### src/rtl/arb_mon_pkg.sv
package arb_mon_pkg;

    localparam logic LVL_DOM = 1'b0;
    localparam logic LVL_REC = 1'b1;

    typedef enum logic [1:0] {
        CMP_MATCH    = 2'd0,
        CMP_SENT_REC = 2'd1,
        CMP_SENT_DOM = 2'd2
    } cmp_kind_t;

    typedef struct packed {
        logic rx_mode;
        logic seen_arb;
        logic lost_p;
        logic won_p;
        logic err_p;
    } arb_state_t;

endpackage

### src/rtl/arb_bit_compare.sv
module arb_bit_compare
    import arb_mon_pkg::*;
(
    input  logic      sent_i,
    input  logic      read_i,
    output cmp_kind_t kind_o
);

    always_comb begin
        if (sent_i == read_i)
            kind_o = CMP_MATCH;
        else if (sent_i == LVL_REC)
            kind_o = CMP_SENT_REC;
        else
            kind_o = CMP_SENT_DOM;
    end

endmodule

### src/rtl/arb_state_ctl.sv
module arb_state_ctl
    import arb_mon_pkg::*;
(
    input  logic       clk,
    input  logic       rst_n,
    input  logic       sample_i,
    input  logic       arb_field_i,
    input  logic       bus_idle_i,
    input  cmp_kind_t  kind_i,
    output arb_state_t st_o
);

    arb_state_t st_d, st_q;

    always_comb begin
        st_d        = st_q;
        st_d.lost_p = 1'b0;
        st_d.won_p  = 1'b0;
        st_d.err_p  = 1'b0;
        if (bus_idle_i) begin
            st_d.rx_mode  = 1'b0;
            st_d.seen_arb = 1'b0;
        end else if (sample_i && !st_q.rx_mode) begin
            if (arb_field_i) begin
                if (kind_i == CMP_SENT_REC) begin
                    st_d.lost_p   = 1'b1;
                    st_d.rx_mode  = 1'b1;
                    st_d.seen_arb = 1'b0;
                end else begin
                    st_d.seen_arb = 1'b1;
                    st_d.err_p    = (kind_i == CMP_SENT_DOM);
                end
            end else begin
                st_d.err_p    = (kind_i != CMP_MATCH);
                st_d.won_p    = st_q.seen_arb;
                st_d.seen_arb = 1'b0;
            end
        end
    end

    always_ff @(posedge clk or negedge rst_n) begin
        if (!rst_n)
            st_q <= '0;
        else
            st_q <= st_d;
    end

    assign st_o = st_q;

    AST_LOSS_IN_WINDOW: assert property (@(posedge clk) disable iff (!rst_n)
        st_q.lost_p |-> $past(arb_field_i && sample_i && !bus_idle_i));
    AST_LOSS_NOT_ERROR: assert property (@(posedge clk) disable iff (!rst_n)
        !(st_q.lost_p && st_q.err_p));
    AST_QUIET_LISTENER: assert property (@(posedge clk) disable iff (!rst_n)
        (st_q.rx_mode && !st_q.lost_p) |-> !(st_q.err_p || st_q.won_p));
    AST_WON_NOT_LOST: assert property (@(posedge clk) disable iff (!rst_n)
        !(st_q.won_p && st_q.lost_p));
    AST_PULSE_NEEDS_STROBE: assert property (@(posedge clk) disable iff (!rst_n)
        (st_q.err_p || st_q.won_p || st_q.lost_p) |-> $past(sample_i));
    AST_IDLE_RELEASES: assert property (@(posedge clk) disable iff (!rst_n)
        $past(bus_idle_i) |-> !st_q.rx_mode);

endmodule

### src/rtl/arb_monitor.sv
module arb_monitor
    import arb_mon_pkg::*;
(
    input  logic clk,
    input  logic rst_n,
    input  logic tx_bit_i,
    input  logic rx_bit_i,
    input  logic sample_i,
    input  logic arb_field_i,
    input  logic bus_idle_i,
    output logic tx_o,
    output logic arb_lost_o,
    output logic arb_won_o,
    output logic bit_err_o,
    output logic rx_mode_o
);

    cmp_kind_t  kind;
    arb_state_t st;

    arb_bit_compare u_cmp (
        .sent_i (tx_bit_i),
        .read_i (rx_bit_i),
        .kind_o (kind)
    );

    arb_state_ctl u_ctl (
        .clk         (clk),
        .rst_n       (rst_n),
        .sample_i    (sample_i),
        .arb_field_i (arb_field_i),
        .bus_idle_i  (bus_idle_i),
        .kind_i      (kind),
        .st_o        (st)
    );

    assign tx_o       = st.rx_mode ? LVL_REC : tx_bit_i;
    assign arb_lost_o = st.lost_p;
    assign arb_won_o  = st.won_p;
    assign bit_err_o  = st.err_p;
    assign rx_mode_o  = st.rx_mode;

    AST_RELEASED_LINE: assert property (@(posedge clk) disable iff (!rst_n)
        $past(arb_lost_o) |-> (rx_mode_o || $past(bus_idle_i)));

endmodule

### config.mk
export PLATFORM = sky130hd
export DESIGN_NAME = arb_monitor
export DESIGN_NICKNAME = d
export VERILOG_FILES = /design/src/rtl/arb_mon_pkg.sv /design/src/rtl/arb_bit_compare.sv /design/src/rtl/arb_state_ctl.sv /design/src/rtl/arb_monitor.sv
export SDC_FILE = /design/constraint.sdc
export NUM_CORES = 1
export LEC_CHECK = 0
export ABC_AREA = 1
export BUFFER_PORTS_ARGS = -buffer_cell sky130_fd_sc_hd__buf_2
export CORE_AREA = 3 3 40 42
export CTS_BUF_LIST = sky130_fd_sc_hd__clkbuf_8
export DETAILED_ROUTE_END_ITERATION = 8
export DIE_AREA = 0 0 43 45
export PLACE_DENSITY = 0.5
export REMOVE_ABC_BUFFERS = 1
export SYNTH_ARGS = -nofsm -noshare
export SYNTH_HDL_FRONTEND = slang
export SYNTH_HIERARCHICAL = 1
export SYNTH_SLANG_ARGS = --single-unit
### constraint.sdc
create_clock -name clk -period 0.87 [get_ports clk]
set_input_delay 0.174 -clock clk [delete_from_list [all_inputs] [get_ports clk]]
set_output_delay 0.174 -clock clk [all_outputs]
set_load 0.005 [all_outputs]
# Yosys cells after proc, flatten, opt, wreduce, memory -nomap -nowiden
# Cells that the tools add are included.
word_totals:
  register_bits: 5
  inputBits: 7
  elab_cells: 30
classes:
  eq_ne: 3
  mux: 15
  n_reduce_logical: 7
ops:
  columns: ["cell", "n"]
  rows:
  - ["1-bit two-way mux", 10]
  - ["2-bit nonzero test", 4]
  - ["2-bit two-way mux", 3]
  - ["5-bit two-way mux", 1]
  - ["3-bit two-way mux", 1]
  - ["3-bit AND reduction", 1]
  - ["2-bit by 1-bit == test with 1-bit output, second input constant", 1]
  - ["2-bit == test, second input constant", 1]
  - ["1-bit == test", 1]
  - ["1-bit logical AND", 1]
  - ["1-bit logical NOT", 1]

# Depth between registers and ports, before layout
depth:
  depth_word: 7
  mapped_depth: 6

# By module
# The synthesis kept the hierarchy.
modules_own_cells:
  columns: ["module", "instances", "cells_per_inst", "area_per_inst_um2", "seq_area_each_um2"]
  rows:
  - ["arb_state_ctl", 1, 27, 221.5, 125.1]
  - ["arb_bit_compare", 1, 4, 15.0, 0.0]
  - ["arb_monitor", 1, 3, 11.3, 0.0]

# Least setup slack after synthesis
# No wires, ideal clock.
synth_timing:
  path_kind: "reg2reg"
  start: "register u_ctl.st_q (netlist bit u_ctl/st_o[4])"
  end: "register u_ctl.st_q (netlist bit u_ctl/st_o[3])"
  setup_ps: 65
  arrival_ps: 693
  path_slack_ps: 113
  path_stages_with_launch: 6
  path_buffers: 0
  cell_sequence: "dfrtp_1 > inv_2 > nand2_2 > nor2_1 > nand2_1 > nand2_1"
synth_between:
  elab_chain_cells: 3
synth_rtl:
  columns: ["item", "line", "source"]
  rows:
  - ["from (decl)", "arb_state_ctl.sv:13", "arb_state_t st_d, st_q;"]
  - ["from (signal assigned)", "arb_state_ctl.sv:45", "st_q <= st_d;"]
  - ["1-bit logical NOT", "arb_state_ctl.sv:23", "end else if (sample_i && !st_q.rx_mode) begin"]
  - ["1-bit logical AND", "arb_state_ctl.sv:23", null]
  - ["2-bit nonzero test (no line)", null, null]
# Every way passes these cells.
# A chain may end at the register's enable or synchronous reset.

# Final worst setup path
layout_timing:
  start: "register u_ctl.st_q (netlist bit u_ctl/st_o[4])"
  end: "output port tx_o"
layout_between:
  elab_chain_cells: 1
layout_rtl:
  columns: ["item", "line", "source"]
  rows:
  - ["1-bit two-way mux", "arb_monitor.sv:37", "assign tx_o = st.rx_mode ? LVL_REC : tx_bit_i;"]
  - ["to (decl)", "arb_monitor.sv:11", "output logic tx_o,"]
# Every way passes these cells.

==> tab_implementation.tex <==
\begin{tabular}{lr}
\hline
Metric & Value \\
\hline
\multicolumn{2}{l}{\textbf{Run}} \\
Maximum Capacitance Violations & 0 \\
\multicolumn{2}{l}{\textbf{GRT}} \\
Leftover overflow at the end of global routing & 0 \\
First-pass GRT wire length & 876 um \\
Largest net degree at the start of global routing & 6 \\
All-Layer GR Usage & just under 7\% \\
Number of global-route vias before repair & $\sim$210 \\
Antenna violations before repair & 0 \\
\multicolumn{2}{l}{\textbf{STA}} \\
Final number of max-transition violations & 0 \\
Fin crit period & 0.992 ns \\
RSZ-0062 raised after global routing & true \\
Clock skew & $\sim$0.00088 ns \\
Fin worst setup slack & -0.122 ns \\
Worst slew margin & 86.4\% \\
Share of the clock period used by the worst path & 114\% \\
Setup Viol. Count Final & 3 \\
Slew at the pin with the worst max-slew slack & 0.203 ns \\
Achievable Freq & about 1000 MHz \\
Hold Vio Cnt, Final & 0 \\
Total negative setup slack & -0.212 ns \\
\multicolumn{2}{l}{\textbf{Final layout}} \\
Area of all sequential standard cells & approximately 130 sq um \\
Fraction of final layout cells with drive strength greater than 1 & roughly 37\% \\
Highest-count cells in the layout ignoring fill and taps & buf\_2, inv\_1, nand2\_1 \\
Signed area change from the synthesized netlist to the final layout & 56.1\% \\
Fillers & 138 \\
Count of nets after finishing & 59 \\
Leading cell type in the layout, fill and taps excluded & buf\_2 \\
Number of flip-flops in the largest register & 5 \\
Count of placed standard cells in the final layout, fillers left out & 66 \\
Final Instance Area & between 300 and 400 sq um \\
Antenna cells & 0 \\
Area of the multi-input gates & between 90 and 100 sq um \\
\multicolumn{2}{l}{\textbf{Setup path}} \\
RR Endpoint & u\_ctl/st\_o[3] \\
Critical path class & reg -> out \\
Critical Path Source Type & flip-flop \\
Reg-to-reg slack, setup & -0.05 ns \\
CP Capture Type & output pin \\
Cell with the largest stage delay on the worst path & dfrtp\_1 \\
Required @ worst endpoint & around 0.70 ns \\
Worst reg-to-reg path cell count & 6 \\
Worst path max stage delay & a little under 0.4 ns \\
Critical path arrival & approximately 0.82 ns \\
Origin of the critical flop-to-flop path & u\_ctl/st\_o[4] \\
Peak fanout along the critical path & 3 \\
Worst path cell trace & inv\_1 > nand2\_1 > buf\_2 \\
\multicolumn{2}{l}{\textbf{Pwr}} \\
Power per unit of standard cell area & roughly 1900 nW/um\^{}2 \\
PnR Total Power & roughly 0.00073 W \\
Standby leakage power & between 0.2 and 0.25 nW \\
Peak supply drop & 0.000564 V \\
\multicolumn{2}{l}{\textbf{Yosys}} \\
Synthesis Warnings & 6 \\
Register bit total from synthesis & 5 \\
Gate count after technology mapping & 34 \\
Per-instance average area after synthesis & 7.29 sq um \\
Sequential fraction of the synthesis area & 50.5\% \\
Number of distinct library cells after synthesis & 11 \\
Synth Cell Area & approximately 250 sq um \\
\multicolumn{2}{l}{\textbf{Detailed routing}} \\
Via total after detailed routing & between 200 and 250 \\
Post-route DRC & 0 \\
1st-iter DRT viols & 9 \\
Number of iterations in the first detailed-routing pass & 2 \\
Average detailed-routed wire length per instance & 7.91 um \\
Remaining antenna violation count & 0 \\
Final WL & roughly 520 um \\
Via-to-Cell Ratio & roughly 3.6 \\
\multicolumn{2}{l}{\textbf{Worst hold path}} \\
Hold Path Class & in -> reg \\
Cells on Worst Hold Path & 3 \\
Worst-case hold path end point & u\_ctl/st\_o[2] \\
Hold path start & sample\_i \\
\multicolumn{2}{l}{\textbf{Clock network}} \\
TritonCTS clock tree & yes \\
Clk sink count & 5 \\
Root Buffer Master & clkbuf\_8 \\
H-tree level count & 1 \\
Total CTS buffers & 3 \\
Clk\_lat worst skew & 0.22 ns \\
Number of buffers on the longest clock path & 2 \\
Clk pin slew, worst setup/hold paths & around 0.03 ns \\
\multicolumn{2}{l}{\textbf{Place}} \\
Final weighted congestion in routability-driven placement & between 0.6 and 0.7 \\
Number of port buffers & 11 \\
Area post-placement & between 300 and 400 sq um \\
Instance count after placement with tap cells included & 60 \\
\multicolumn{2}{l}{\textbf{Floorplanning}} \\
Effective utilization at floorplan & 19.3\% \\
Area of the core & roughly 1300 sq um \\
Die Footprint & just under 2000 sq um \\
Overall die height & approximately 45 um \\
Std cell rows & 13 \\
Number of I/O pins & 12 \\
Die extent in x & approximately 43 um \\
\multicolumn{2}{l}{\textbf{Status}} \\
Violations in the final reports & negative setup slack \\
Result of the run & finished, violations left \\
\hline
\end{tabular}
cell families (layout without fill, tap and decap cells):
logic type	after synthesis	in the layout	share of synthesized area [%]
flops	5	5	50.5
simple gates	17	17	29.8
buf+inv	9	26	13.6
compound gates	3	3	6.05
per-stage QoR:
step                      setup slack [ns]  util [%]  hold slack [ns]
final                               -0.122      30.1            0.239
after detailed placement            0.0207      25.0         -0.00842
after CTS                           -0.162      29.3            0.233
after global placement              0.0253      25.0         -0.00756
after floorplan                      0.113         -           -0.122
after global routing                -0.173      30.1            0.246
power by group:
part	internal [W]	leakage, nW	switching, W	total [W]
combinational	0.0000328	0.130	0.0000410	0.0000738
clock	0.000302	0.0269	0.000108	0.000410
sequential	0.000241	0.0686	0.00000241	0.000244
total	0.000576	0.226	0.000152	0.000727
worst max-delay path: cells and delay by family, from the launching register on:
kind	cells	cell delay (ns)
flip-flops	1	0.39
AND/OR/NAND/NOR	1	0.04
buffers and inverters	2	0.17
per-layer routing:
metal	routed length [um]	vias up	part of all wire, %	global-route usage [%]
li1	-	133	-	-
met1	259	95	50	8.31
met2	207	10	40	6.89
met3	55	0	11	3.19
met4	0	0	0	10.8
met5	0	-	0	0
synthesized netlist by cell type (all sizes together):
| cell | n | area (sq um) |
|---|---|---|
| a21oi | 1 | 5.00 |
| nand2 | 8 | 32.5 |
| inv | 9 | 33.8 |
| o21ai | 2 | 10.0 |
| dfrtp | 5 | 125 |
| nor2 | 7 | 26.3 |
| nand3 | 2 | 15.0 |
final cells by class:
type / count / share of cell area, %
sequential: 5 / 32.4
multi-input combinational: 20 / 23.6
timing repair buffer: 13 / 18.8
clock buffer: 3 / 10.7
inverter: 9 / 8.74
tap: 15 / 4.85
clock inverter: 1 / 0.971
worst max path at each step:
stage / startpoint / to / cells after the start
6_report: u_ctl/st_o[4] / tx_o / 3
2_1_floorplan: u_ctl/st_o[4] / u_ctl/st_o[3] / 5
5_1_grt: u_ctl/st_o[4] / tx_o / 3
4_1_cts: u_ctl/st_o[4] / tx_o / 3
3_5_place_dp: tx_bit_i / u_ctl/st_o[4] / 5
3_3_place_gp: tx_bit_i / u_ctl/st_o[4] / 5
repair_timing:
item	in CTS	in global routing
hold endpoints to repair	5	0
buffers inserted	0	1
resized for setup	0	1
setup endpoints to repair	2	6
gates cloned	0	0
pin swaps	0	2
hold buffers	1	0
(Power assumes the default switching activity.)
